File: config.mk
export PLATFORM = sky130hd
export DESIGN_NAME = blkxfer_seq
export DESIGN_NICKNAME = d
export VERILOG_FILES = /design/src/rtl/blkxfer_pkg.sv /design/src/rtl/blkxfer_popcnt.sv /design/src/rtl/blkxfer_lowbit.sv /design/src/rtl/blkxfer_addr.sv /design/src/rtl/blkxfer_seq.sv
export SDC_FILE = /design/constraint.sdc
export NUM_CORES = 1
export LEC_CHECK = 0
export BUFFER_PORTS_ARGS = -buffer_cell sky130_fd_sc_hd__buf_2
export CORE_MARGIN = 5
export CORE_UTILIZATION = 53
export CTS_CLUSTER_DIAMETER = 50
export CTS_CLUSTER_SIZE = 14
export DETAILED_ROUTE_END_ITERATION = 7
export PLACE_DENSITY = 0.9
export SYNTH_ARGS = -nofsm -noshare
export SYNTH_HDL_FRONTEND = slang
export SYNTH_SLANG_ARGS = --single-unit
File: constraint.sdc
create_clock -name clk -period 2.52 [get_ports clk]
set_input_delay 0.756 -clock clk [delete_from_list [all_inputs] [get_ports clk]]
set_output_delay 0.756 -clock clk [all_outputs]
set_load 0.01 [all_outputs]
File: src/rtl/blkxfer_pkg.sv
package blkxfer_pkg;
  typedef enum logic [1:0] {
    AM_ASC_AFTER   = 2'd0,
    AM_ASC_BEFORE  = 2'd1,
    AM_DESC_AFTER  = 2'd2,
    AM_DESC_BEFORE = 2'd3
  } am_e;

  typedef enum logic [1:0] {
    ST_IDLE = 2'd0,
    ST_BUSY = 2'd1,
    ST_DONE = 2'd2
  } st_e;
endpackage

File: src/rtl/blkxfer_popcnt.sv
module blkxfer_popcnt #(
  parameter int W   = 16,
  parameter int CW  = $clog2(W + 1)
) (
  input  logic [W-1:0]  vec,
  output logic [CW-1:0] cnt
);
  always_comb begin
    cnt = '0;
    for (int i = 0; i < W; i++) cnt = cnt + CW'(vec[i]);
  end
endmodule

File: src/rtl/blkxfer_lowbit.sv
module blkxfer_lowbit #(
  parameter int W  = 16,
  parameter int IW = $clog2(W)
) (
  input  logic [W-1:0]  vec,
  output logic [IW-1:0] idx,
  output logic          single
);
  logic [W-1:0] iso;
  assign iso = vec & (~vec + W'(1));

  genvar b;
  generate
    for (b = 0; b < IW; b++) begin : g_bit
      logic [W-1:0] sel;
      always_comb begin
        sel = '0;
        for (int i = 0; i < W; i++) sel[i] = ((i >> b) & 1) == 1;
      end
      assign idx[b] = |(iso & sel);
    end
  endgenerate

  assign single = (vec != '0) && ((vec & (vec - W'(1))) == '0);
endmodule

File: src/rtl/blkxfer_addr.sv
module blkxfer_addr
  import blkxfer_pkg::*;
#(
  parameter int ADDR_W = 32,
  parameter int CNT_W  = 5,
  parameter int STEP   = 4
) (
  input  logic [ADDR_W-1:0] base,
  input  am_e               mode,
  input  logic [CNT_W-1:0]  cnt,
  output logic [ADDR_W-1:0] first,
  output logic [ADDR_W-1:0] final_base
);
  function automatic logic [ADDR_W-1:0] span(input logic [CNT_W-1:0] n);
    return ADDR_W'(n) * ADDR_W'(STEP);
  endfunction

  always_comb begin
    unique case (mode)
      AM_ASC_AFTER:   first = base;
      AM_ASC_BEFORE:  first = base + ADDR_W'(STEP);
      AM_DESC_AFTER:  first = base - span(cnt) + ADDR_W'(STEP);
      default:        first = base - span(cnt);
    endcase
    final_base = (mode == AM_ASC_AFTER || mode == AM_ASC_BEFORE)
               ? base + span(cnt) : base - span(cnt);
  end
endmodule

File: src/rtl/blkxfer_seq.sv
module blkxfer_seq
  import blkxfer_pkg::*;
#(
  parameter int LIST_W = 16,
  parameter int ADDR_W = 32,
  parameter int STEP   = 4
) (
  input  logic                      clk,
  input  logic                      rst_n,
  input  logic                      cmd_valid,
  input  logic [ADDR_W-1:0]         cmd_base,
  input  logic [LIST_W-1:0]         cmd_list,
  input  logic [1:0]                cmd_mode,
  input  logic                      cmd_wb,
  input  logic                      cmd_load,
  input  logic                      cmd_sbit,
  output logic                      busy,
  output logic                      req_valid,
  input  logic                      req_ready,
  output logic [ADDR_W-1:0]         req_addr,
  output logic [$clog2(LIST_W)-1:0] req_reg,
  output logic                      req_write,
  output logic                      req_user_bank,
  output logic                      done,
  output logic                      wb_valid,
  output logic [ADDR_W-1:0]         wb_value,
  output logic                      psr_restore,
  output logic                      pc_redirect
);
  localparam int IDX_W  = $clog2(LIST_W);
  localparam int CNT_W  = $clog2(LIST_W + 1);
  localparam int PC_IDX = LIST_W - 1;

  st_e                state_q;
  logic [LIST_W-1:0]  remain_q;
  logic [ADDR_W-1:0]  addr_q;
  logic [ADDR_W-1:0]  wbv_q;
  logic               wben_q, load_q, ubank_q, psr_q, pcld_q;

  logic [CNT_W-1:0]   cmd_cnt;
  logic [ADDR_W-1:0]  first_addr, end_base;
  logic [IDX_W-1:0]   cur_idx;
  logic               cur_single;

  // named events for the checker
  logic               accept;
  logic               fire;
  logic               last_fire;
  logic               pc_in_list;

  blkxfer_popcnt #(.W(LIST_W), .CW(CNT_W)) u_cnt (
    .vec (cmd_list),
    .cnt (cmd_cnt)
  );

  blkxfer_addr #(.ADDR_W(ADDR_W), .CNT_W(CNT_W), .STEP(STEP)) u_addr (
    .base       (cmd_base),
    .mode       (am_e'(cmd_mode)),
    .cnt        (cmd_cnt),
    .first      (first_addr),
    .final_base (end_base)
  );

  blkxfer_lowbit #(.W(LIST_W), .IW(IDX_W)) u_low (
    .vec    (remain_q),
    .idx    (cur_idx),
    .single (cur_single)
  );

  assign pc_in_list = cmd_list[PC_IDX];
  assign accept     = cmd_valid && (state_q == ST_IDLE);
  assign req_valid  = (state_q == ST_BUSY);
  assign fire       = req_valid && req_ready;
  assign last_fire  = fire && cur_single;

  always_ff @(posedge clk or negedge rst_n) begin
    if (!rst_n) begin
      state_q  <= ST_IDLE;
      remain_q <= '0;
      addr_q   <= '0;
      wbv_q    <= '0;
      wben_q   <= 1'b0;
      load_q   <= 1'b0;
      ubank_q  <= 1'b0;
      psr_q    <= 1'b0;
      pcld_q   <= 1'b0;
    end else begin
      unique case (state_q)
        ST_IDLE: if (accept) begin
          remain_q <= cmd_list;
          addr_q   <= first_addr;
          wbv_q    <= end_base;
          wben_q   <= cmd_wb;
          load_q   <= cmd_load;
          ubank_q  <= cmd_sbit && !(cmd_load && pc_in_list);
          psr_q    <= cmd_sbit && cmd_load && pc_in_list;
          pcld_q   <= cmd_load && pc_in_list;
          state_q  <= (cmd_list == '0) ? ST_DONE : ST_BUSY;
        end
        ST_BUSY: if (fire) begin
          remain_q <= remain_q & ~(LIST_W'(1) << cur_idx);
          addr_q   <= addr_q + ADDR_W'(STEP);
          if (cur_single) state_q <= ST_DONE;
        end
        default: state_q <= ST_IDLE;
      endcase
    end
  end

  assign busy          = (state_q != ST_IDLE);
  assign req_addr      = addr_q;
  assign req_reg       = cur_idx;
  assign req_write     = !load_q;
  assign req_user_bank = ubank_q;
  assign done          = (state_q == ST_DONE);
  assign wb_valid      = done && wben_q;
  assign wb_value      = wbv_q;
  assign psr_restore   = done && psr_q;
  assign pc_redirect   = done && pcld_q;
endmodule

==> results of run 1 <==
-- metal layers --
layer / track usage, % / GRT overflow
met2: 91.7 / 80
met5: 20.8 / 0
met1: 76.0 / 1
met4: 83.9 / 79
met3: 64.1 / 0
-- kinds of logic after synthesis --
logic type / share of synthesized area [%]
buffers and inverters: 6.14
adder cells (fa/ha/maj): 6.43
AND/OR/NAND/NOR: 26.8
multiplexers: 0.933
flip-flops: 25.0
AO/OA/AOI/OAI: 27.1
XOR/XNOR: 7.62
-- per-stage QoR --
stage	cell area, um^2	hold WS (ps)	cells
floorplan	9080	437	1179
global placement	12000	449	1754
detailed placement	12000	454	1754
CTS	13600	410	1798
-- cells in the mapped netlist, types with 14 or more instances --
master | instances | area (um^2)
dfrtp_1 | 87 | 2180
nand3_1 | 37 | 185
o31ai_1 | 14 | 105
a31oi_1 | 21 | 131
xnor2_1 | 47 | 412
and3_1 | 17 | 106
clkbuf_1 | 63 | 236
nor2_1 | 81 | 304
ha_1 | 24 | 300
nand4_1 | 31 | 194
xor2_1 | 27 | 236
inv_1 | 60 | 225
o22ai_1 | 17 | 106
nand2_1 | 140 | 526
o21ai_0 | 113 | 566
a21o_1 | 23 | 173
nor3_1 | 38 | 190
a21oi_1 | 87 | 435
a211oi_1 | 20 | 150
nor4_1 | 21 | 131
-- what timing repair did --
| action | 4_1_cts |
|---|---|
| resized for setup | 237 |
| cloned | 2 |
| hold endpoints to repair | 0 |
| pin swaps | 105 |
| setup endpoints to repair | 67 |
| setup buffers | 32 |
| hold buffers | 0 |
==> impl_metrics.ini, run 1 <==
[floorplan]
fp.dieH_um = 138
die_x_um = 138
ios = 133
core.rowCount = 46
start_util_pct = 54.5

[clock_network]
cts_buffer_depth = 2
cts_buffers = 9
clockRootBuffer = clkbuf_16
cts.sinks = 87
cts.htree.levels = 3

[yosys]
syn-num-nets = 1272
ys_types = 82
syn_inst = 1179
postSynthAreaPerCell_um2 = 7.40
synth_area_mm2 = 0.00872
synth_warnings = 0
async_flop_share_pct = 100
synth_edf_count = 0
seq_area_frac_synth_pct = 25.0
synthFlopType = dfrtp_1
synth_seq_cells = 87

[grt]
track_usage_pct = 77.4
grt-ovfl-total = 160
grt_max_degree = 76

[place]
place_hpwl_mm = 28.7
dp_slack_ps = -4570
gp_congestion = 1.13
io_buffers = 132

[outcome]
lastStage = global routing
error = [ERROR GRT-0232] Routing congestion too high. Check the congestion heatmap in the GUI.
status = stopped before the end
==> run 2, diff against run 1 <==
- CORE_UTILIZATION: 53 -> 40
- CTS_CLUSTER_DIAMETER: 50 -> default
- CTS_CLUSTER_SIZE: 14 -> default
- PLACE_DENSITY: 0.9 -> default
- PLACE_DENSITY_LB_ADDON: default -> 0.15
- clock period: 2.52 -> 3.3 ns (I/O delays scaled with it)
==> run 2 against run 1 <==
Net effect: the flow now finishes, with violations (negative setup slack); synthesized area is the same; synthesized cell count did not move.
==> impl_metrics.ini, run 2 <==
[outcome]
status = complete, but fails checks
violations = negative setup slack

[routing]
wl_met3_mm = 1.94
wl_met2_mm = 18.8
topRoutingLayerUsed = met5
dr.pass1.iters = 5
wire_per_inst_um = 20.3
dr_total_vias = 10909
wl_met1_mm = 15.4
ant_nets = 0
drc = 0
wl_mm = 37.6
dr.first_iter.drc_count = 904
vias_per_cell = 5.88

[clock_network]
cts_buffer_depth = 2
cts_tree = done
cts_hold_buf = 0
clockRootBuffer = clkbuf_16
clock_latency_ps = 370
cts.sinks = 87
cts.htree.levels = 3
clk_transition_reported_paths_ps = 80
cts_buffers = 9

[sta]
timing.final.ws_setup_ps = -3480
finalHoldViolCount = 0
max-slew-margin-rel_pct = 56.9
min_period_ps = 6780
fin_crit_sh_pct = 205
clock.fmax_mhz = 148
clock_skew_ps = 12.2
setup_viol = 60
drv_slew = 0
rsz0062_at_grt = yes
holdWs_ps = 472
tightest_slew_ps = 647

[yosys]
yosysTopAreaCell = dfrtp_1
synth_area_mm2 = 0.00872
syn_inst = 1179
synth_warnings = 0
synth_top_area_share_pct = 25.0
synth_most_common_cell = nand2_1
synthFlopType = dfrtp_1
syn-num-nets = 1272
synth_area_leaders = dfrtp_1, o21ai_0, nand2_1
seq_area_frac_synth_pct = 25.0
async_flop_share_pct = 100
ys_types = 82
postSynthAreaPerCell_um2 = 7.40
synthTopCellsByCount = nand2_1, o21ai_0, a21oi_1, dfrtp_1, nor2_1
synth_seq_cells = 87
synth_edf_count = 0

[floorplan]
design.core.area_mm2 = 0.0216
ios = 133
fp.dieArea_mm2 = 0.0249
start_util_pct = 40.3
die_x_um = 158
fp.dieH_um = 158
core.rowCount = 54

[pwr]
ir_drop_mv = 0.577
power.leakage_nw = 5.97
p_per_area_mw_per_mm2 = 845

[grt]
grt_max_degree = 61
grt-ovfl-total = 0
antenna_found_initial = 1
grt_pass1_wl_mm = 57.8
grt_pass1_vias = 10792
track_usage_pct = 29.5

[hold_path]
hp-class = flop to flop

[place]
place_hpwl_mm = 28.6
dp.cells = 1801
dpl_cell_area_mm2 = 0.0119
gp_congestion = 0.936
io_buffers = 132

[cells_and_area]
diodes = 0
nFillCells = 1895
mostFrequentLayoutCells = buf_4, nand2_1, buf_2
syn2layout_area_growth_pct = 57.8
drive_gt1_share_pct = 42.3
layout_commonest_cell = buf_4
final_cells = 1854
finalNetCount = 1662
final_area_mm2 = 0.0138

[setup_path]
r2r_slack_ps = 630
cp.arrival_ps = 7010
cp.required_ps = 3530
endpoint_kind = flop
cp_max_fo = 3
path_class = input pin to flop
critPathLaunchType = input pin

[job]
drv_cap = 0
[run 2: path summary, 6_finish.rpt]
check / from / cells after the start / endpoint
max in group asynchronous: rst_n / 2 / req_addr[15]$_DFFE_PN0P_
min: req_addr[1]$_DFFE_PN0P_ / 2 / req_addr[1]$_DFFE_PN0P_
max reg2reg: req_addr[2]$_DFFE_PN0P_ / 8 / req_addr[30]$_DFFE_PN0P_
min reg2reg: req_addr[1]$_DFFE_PN0P_ / 2 / req_addr[1]$_DFFE_PN0P_
max: cmd_list[1] / 26 / req_addr[27]$_DFFE_PN0P_
min in group asynchronous: rst_n / 1 / wb_value[20]$_DFFE_PN0P_
[run 2: what timing repair did]
action,in CTS,in global routing
endpoints found under the setup margin,61,62
pin swaps,91,89
resized for setup,180,83
setup buffers,21,25
[run 2: logic make-up (layout without fill, tap and decap cells)]
family,Yosys count,count (layout),synth area share (%)
AOI/OAI and AO/OA,374,374,27.1
xor gates and xnor gates,75,75,7.62
adders and majority gates,38,38,6.43
buffers and inverters,138,533,6.14
DFF,87,87,25.0
muxes,8,8,0.933
and+or+nand+nor,459,459,26.8
[run 2: cell type report]
class / instances / area, um^2 / share of cell area [%]
clock buffer: 9 / 225 / 1.64
clock inverter: 7 / 91.3 / 0.664
inverter: 62 / 250 / 1.82
multi-input combinational: 954 / 7290 / 52.9
sequential: 87 / 2180 / 15.8
tap: 280 / 350 / 2.55
timing repair buffer: 455 / 3380 / 24.6
[run 2: critical path, cell delays in order]
cell	delay, ps
buf_8	90
inv_8	30
ha_4	250
inv_2	30
fa_1	490
fa_1	430
fa_1	530
fa_1	430
fa_2	380
fa_2	570
inv_4	50
fa_2	370
or2_4	260
buf_4	140
buf_6	110
a21oi_4	180
xor2_4	110
buf_12	140
a2111oi_4	340
buf_6	180
nand2_4	60
buf_6	120
nor4_4	380
buf_4	180
buf_4	90
a311oi_1	70
[run 2: report_power, final]
group          switching (mW)  internal, mW  total [mW]
combinational            4.35          4.03        8.38
sequential              0.550          1.56        2.11
clock                   0.529         0.607        1.14
total                    5.43          6.20        11.6
[run 2: stage by stage]
stage / total power [mW] / TNS [ps] / setup WS (ps) / utilization (%)
floorplan: 5.64 / -162470 / -3450 / -
global placement: 8.36 / -194750 / -3880 / 55.2
detailed placement: 8.45 / -197850 / -3940 / 55.2
CTS: 10.9 / -171260 / -3430 / 61.0
global route: 12.4 / -180570 / -3660 / 63.7
finish: 11.6 / -172260 / -3480 / 63.7
[run 2: routing by layer]
metal / global-route usage, % / vias up
met2: 50.8 / 415
met3: 3.69 / 109
li1: - / 5100
met5: 0 / -
met4: 12.5 / 2
met1: 37.4 / 5283
No activity file was read; power rests on OpenSTA's default activity.
==> run 3, diff against run 2 <==
- ABC_AREA: default -> 1
==> run 3 against run 2 <==
Net effect: the flow still finishes with violations (negative setup slack); worst hold slack lost 4.1 ps; setup slack gained 510 ps; wire length shrank 4.7%; maximum frequency grew 8.1%; non-clock buffer count shrank 54; register-to-register slack lost 220 ps; core utilization shrank 3.7 points; critical path depth grew 2; total power shrank 3.2%; clock-buffer cell count is the same.
==> impl_metrics.ini, run 3 <==
[setup_path]
r2r_slack_ps = 410
cp.required_ps = 3590
critPathLaunchType = input pin
path_class = input pin to flop
cp.arrival_ps = 6560
cp_max_fo = 4
endpoint_kind = flop

[routing]
topRoutingLayerUsed = met4
drc = 0
vias_per_cell = 5.30
dr_total_vias = 11424
ant_nets = 0
wl_met1_mm = 15.4
wl_met3_mm = 1.73
wl_mm = 35.9
wire_per_inst_um = 16.6
wl_met2_mm = 17.6
dr.pass1.iters = 5
dr.first_iter.drc_count = 1063

[floorplan]
fp.dieH_um = 162
die_x_um = 162
ios = 133
design.core.area_mm2 = 0.0228
fp.dieArea_mm2 = 0.0263
core.rowCount = 55
start_util_pct = 40.7

[pwr]
clock_power_share_pct = 9.9
internal-power_mw = 5.64
power.leakage_nw = 6.60
p_comb_share_pct = 70.8
p_sw_mw = 5.61
p_seq_share_pct = 19.3
p_per_area_mw_per_mm2 = 824
switching_share_pct = 49.9
ir_drop_mv = 0.468

[sta]
max-slew-margin-rel_pct = 60.4
clock.fmax_mhz = 159
finalHoldViolCount = 0
setup_viol = 60
timing.final.ws_setup_ps = -2970
clock_skew_ps = 9.90
drv_slew = 0
fin_crit_sh_pct = 190
min_period_ps = 6270
tightest_slew_ps = 589
rsz0062_at_grt = yes

[yosys]
synthTopCellsByCount = nand2_1, inv_1, nor2_1
seq_area_frac_synth_pct = 23.5
synth_edf_count = 0
syn_inst = 1489
synth_area_mm2 = 0.00928
synth_seq_cells = 87
ys_types = 51
async_flop_share_pct = 100
synth_warnings = 0
synthFlopType = dfrtp_1
synth_area_leaders = dfrtp_1, nand2_1, inv_1
syn-num-nets = 1582
yosysTopAreaCell = dfrtp_1
synth_top_area_share_pct = 23.5
postSynthAreaPerCell_um2 = 6.23
synth_most_common_cell = nand2_1

[hold_path]
hp-class = flop to flop

[clock_network]
cts_hold_buf = 0
cts_buffers = 9
cts_buffer_depth = 2
clockRootBuffer = clkbuf_16
cts_tree = done
cts.htree.levels = 3
clk_transition_reported_paths_ps = 70
cts.sinks = 87
clock_latency_ps = 360

[place]
dp.cells = 2079
place_hpwl_mm = 27.2
gp_congestion = 0.960
io_buffers = 132
dp_slack_ps = -3580

[cells_and_area]
layout_commonest_cell = nand2_1
mostFrequentLayoutCells = nand2_1, buf_4, inv_1
syn2layout_area_growth_pct = 47.2
finalNetCount = 1931
final_cells = 2156
drive_gt1_share_pct = 37.6
diodes = 0

[grt]
grt_max_degree = 53
grt-ovfl-total = 0
grt_pass1_vias = 10687
grt_pass1_wl_mm = 56.2
antenna_found_initial = 0
track_usage_pct = 26.4

[outcome]
violations = negative setup slack
status = complete, but fails checks

[job]
drv_cap = 0
==> run 3: cell types whose count changed after synthesis, sizes merged, moves of 21 or more <==
cell and change:
a21o -21, a21oi +38, clkbuf -24, inv +124, nand2 +256, nand3 +97
nor2 +107, xnor2 -46
==> run 3: path summary, 6_finish.rpt <==
path / from / end / cells after the start
max in group asynchronous: rst_n / req_addr[5]$_DFFE_PN0P_ / 2
setup / recovery: cmd_list[1] / req_addr[31]$_DFFE_PN0P_ / 28
hold / removal: wb_value[19]$_DFFE_PN0P_ / wb_value[19]$_DFFE_PN0P_ / 2
setup reg to reg: req_addr[2]$_DFFE_PN0P_ / req_addr[30]$_DFFE_PN0P_ / 12
hold reg to reg: wb_value[19]$_DFFE_PN0P_ / wb_value[19]$_DFFE_PN0P_ / 2
min in group asynchronous: rst_n / wb_value[29]$_DFFE_PN0P_ / 1
==> run 3: layout make-up <==
| type | count | area (um^2) |
|---|---|---|
| clock buffers | 9 | 225 |
| clock inverters | 7 | 80.1 |
| fillers | 2155 | 9120 |
| inverters | 188 | 741 |
| multi-input cells | 1151 | 7170 |
| flip-flops and latches | 87 | 2180 |
| well taps | 313 | 392 |
| repair buffers | 401 | 2880 |
==> run 3: cells by family after synthesis <==
kind of cell | count (synthesis) | synth area share [%]
xor+xnor | 24 | 2.26
compound gates | 296 | 18.1
buf+inv | 251 | 10.8
flops | 87 | 23.5
simple gates | 795 | 39.6
fa+ha+maj | 36 | 5.82
==> run 3: repair_timing <==
item	4_1_cts	5_1_grt
pin swaps	52	93
endpoints found under the setup margin	64	64
setup buffers	32	39
gates resized for setup	141	115
==> run 3: power by group through the flow <==
stage               combinational (mW)  clock (mW)  sequential, mW
global route                      8.71        1.19            2.27
global placement                  6.42           0            2.15
CTS                               7.26        1.15            2.16
floorplan                         3.98           0            2.25
detailed placement                6.51           0            2.16
finish                            7.97        1.12            2.18
==> run 3: per-stage QoR <==
step / total power, mW / setup TNS, ps / cell area [um^2] / util, % / hold slack, ps
2_1_floorplan: 6.23 / -145490 / 9590 / - / 505
3_3_place_gp: 8.57 / -183720 / 12000 / 52.6 / 450
3_5_place_dp: 8.67 / -187240 / 12000 / 52.6 / 458
4_1_cts: 10.6 / -149470 / 13000 / 56.9 / 475
5_1_grt: 12.2 / -170860 / 13700 / 60.0 / 504
6_report: 11.3 / -157360 / 13700 / 60.0 / 468
==> run 3: critical path, stage by stage <==
cell     delay (ps)
buf_12           90
inv_12           30
ha_4            250
inv_2            30
fa_1            450
fa_1            510
fa_1            430
fa_1            500
fa_2            400
fa_2            580
inv_2            60
fa_2            440
o21ai_4         170
buf_4           140
nand2_2          50
a21oi_2         190
nand3_2         150
nor2_4          130
nand3_4         130
nor2_8          170
nand3_4         110
nor2_4          130
nand2_1          60
nand2_1          50
nand3_1          70
nand2_1          70
nand2_1          60
a21oi_2         110
==> run 3: per-layer routing <==
metal  GRT usage (%)  up-vias
li1                -     5622
met1            34.9     5394
met4            8.42        0
met3            2.64       67
met2            45.5      341
met5               0        -
==> run 4, diff against run 3 <==
- CTS_BUF_LIST: default -> sky130_fd_sc_hd__clkbuf_2
- SKIP_CTS_REPAIR_TIMING: default -> 1
==> run 4 against run 3 <==
Net effect: the run still ends with negative setup slack left; combinational power fell by 4.4%; largest cell class unchanged; core utilization fell by 0.94 points; non-clock buffer count fell by 12; clock power fell by 41%.
==> impl_metrics.ini, run 4 (synthesis gave the netlist of run 3 again) <==
[pwr]
power.leakage_nw = 6.47
p_comb_share_pct = 72.9
p_per_area_mw_per_mm2 = 777
ir_drop_mv = 0.454
internal-power_mw = 5.00
p_sw_mw = 5.45
switching_share_pct = 52.2
clock_power_share_pct = 6.3
p_seq_share_pct = 20.8

[clock_network]
cts_tree = done
clk_transition_reported_paths_ps = 300
cts_buffers = 9
cts.sinks = 87
cts.htree.levels = 3
clock_latency_ps = 650
clockRootBuffer = clkbuf_2
cts_buffer_depth = 2

[job]
drv_cap = 0

[grt]
grt_pass1_vias = 10412
antenna_found_initial = 1
track_usage_pct = 25.6
grt-ovfl-total = 0
grt_max_degree = 53
grt_pass1_wl_mm = 54.6

[routing]
dr.first_iter.drc_count = 987
wl_mm = 35.6
ant_nets = 0
wire_per_inst_um = 16.6
vias_per_cell = 5.26
dr.pass1.iters = 5
dr_total_vias = 11283
drc = 0

[setup_path]
crit_family = adder cells
cp_max_fo = 3
crit_start = cmd_list[1]
critical_path_buf_inv_count = 6
r2r_start = req_addr[2]$_DFFE_PN0P_
cpMaxStageDelayCell = fa_2
cp.arrival_ps = 6560
endpoint_kind = flop
path_class = input pin to flop
path_common_cell = fa_2
critPathLaunchType = input pin
max_stage_delay_ps = 570
cp.required_ps = 3890

[cells_and_area]
drive_gt1_share_pct = 38.4
postLayoutCoreUtil_pct = 59.0
final_area_mm2 = 0.0134
mostFrequentLayoutCells = nand2_1, buf_4, inv_1
syn2layout_area_growth_pct = 44.9
layout_commonest_cell = nand2_1
finalNetCount = 1919
final_cells = 2145
nFillCells = 2231

[sta]
tightest_slew_ps = 589
timing.final.ws_setup_ps = -2660
clock.fmax_mhz = 168
tns_ps = -138560
min_period_ps = 5960
holdWs_ps = 264
clock_skew_ps = 28.4
setup_viol = 64
rsz0062_at_grt = yes
finalHoldViolCount = 0
drv_slew = 0
max-slew-margin-rel_pct = 60.4
fin_crit_sh_pct = 181

[floorplan]
core.rowCount = 55
fp.dieH_um = 162
die_x_um = 162
fp.dieArea_mm2 = 0.0263
start_util_pct = 40.7
ios = 133
design.core.area_mm2 = 0.0228

[outcome]
violations = negative setup slack
status = complete, but fails checks

[place]
io_buffers = 132
dp.cells = 2079
dpl_cell_area_mm2 = 0.0120
gp_congestion = 0.960
place_hpwl_mm = 27.2

[hold_path]
hp-class = input pin to async pin
[run 4: cell types whose count changed in the layout (fill, tap and decap cells not counted), sizes merged]
cell / before / now
diode: 0 / 1
buf: 401 / 389
[run 4: power by group through the flow]
stage | sequential (mW) | clock, mW | combinational [mW]
final | 2.17 | 0.660 | 7.62
after floorplan | 2.25 | 0 | 3.98
after global routing | 2.26 | 0.726 | 8.38
after detailed placement | 2.16 | 0 | 6.51
after CTS | 2.14 | 0.690 | 6.53
after global placement | 2.15 | 0 | 6.42
[run 4: worst reg2reg max path, delay by kind of cell, from the launching register on]
family	cells	cell delay, ps
simple gates	9	1930
flops	1	460
compound gates	2	300
fa+ha+maj	1	200
[run 4: final timing paths]
kind                                            endpoint  slack [ps]  depth (start not counted)
worst max-delay path            req_addr[20]$_DFFE_PN0P_       -2660                         27
worst min-delay path            wb_value[22]$_DFFE_PN0P_         260                          1
worst max register to register  req_addr[30]$_DFFE_PN0P_         370                         12
worst min register to register  wb_value[19]$_DFFE_PN0P_         510                          2
max in group asynchronous        req_addr[5]$_DFFE_PN0P_        2350                          2
min in group clk                wb_value[19]$_DFFE_PN0P_         510                          2
[run 4: cell type report]
type	count	area (um^2)	share of cell area, %
flip-flops and latches	87	2180	16.2
inverters	188	741	5.51
well taps	313	392	2.91
diodes	1	2.50	0.0186
clock buffers	9	45.0	0.335
repair buffers	389	2760	20.5
multi-input cells	1151	7250	53.9
clock inverters	7	80.1	0.595
[run 4: metrics by stage]
step	worst slack, ps	power [mW]
detailed placement	-3580	8.67
global placement	-3460	8.57
finish	-2660	10.4
CTS	-2850	9.36
global route	-2850	11.4
floorplan	-2910	6.23
[run 4: metal layers]
layer	global-route usage, %	part of all wire (%)	vias up
met5	0	0	-
met4	7.19	2.6	0
met3	2.56	4.3	53
met2	44.3	49	310
met1	34.1	44	5317
li1	-	-	5603
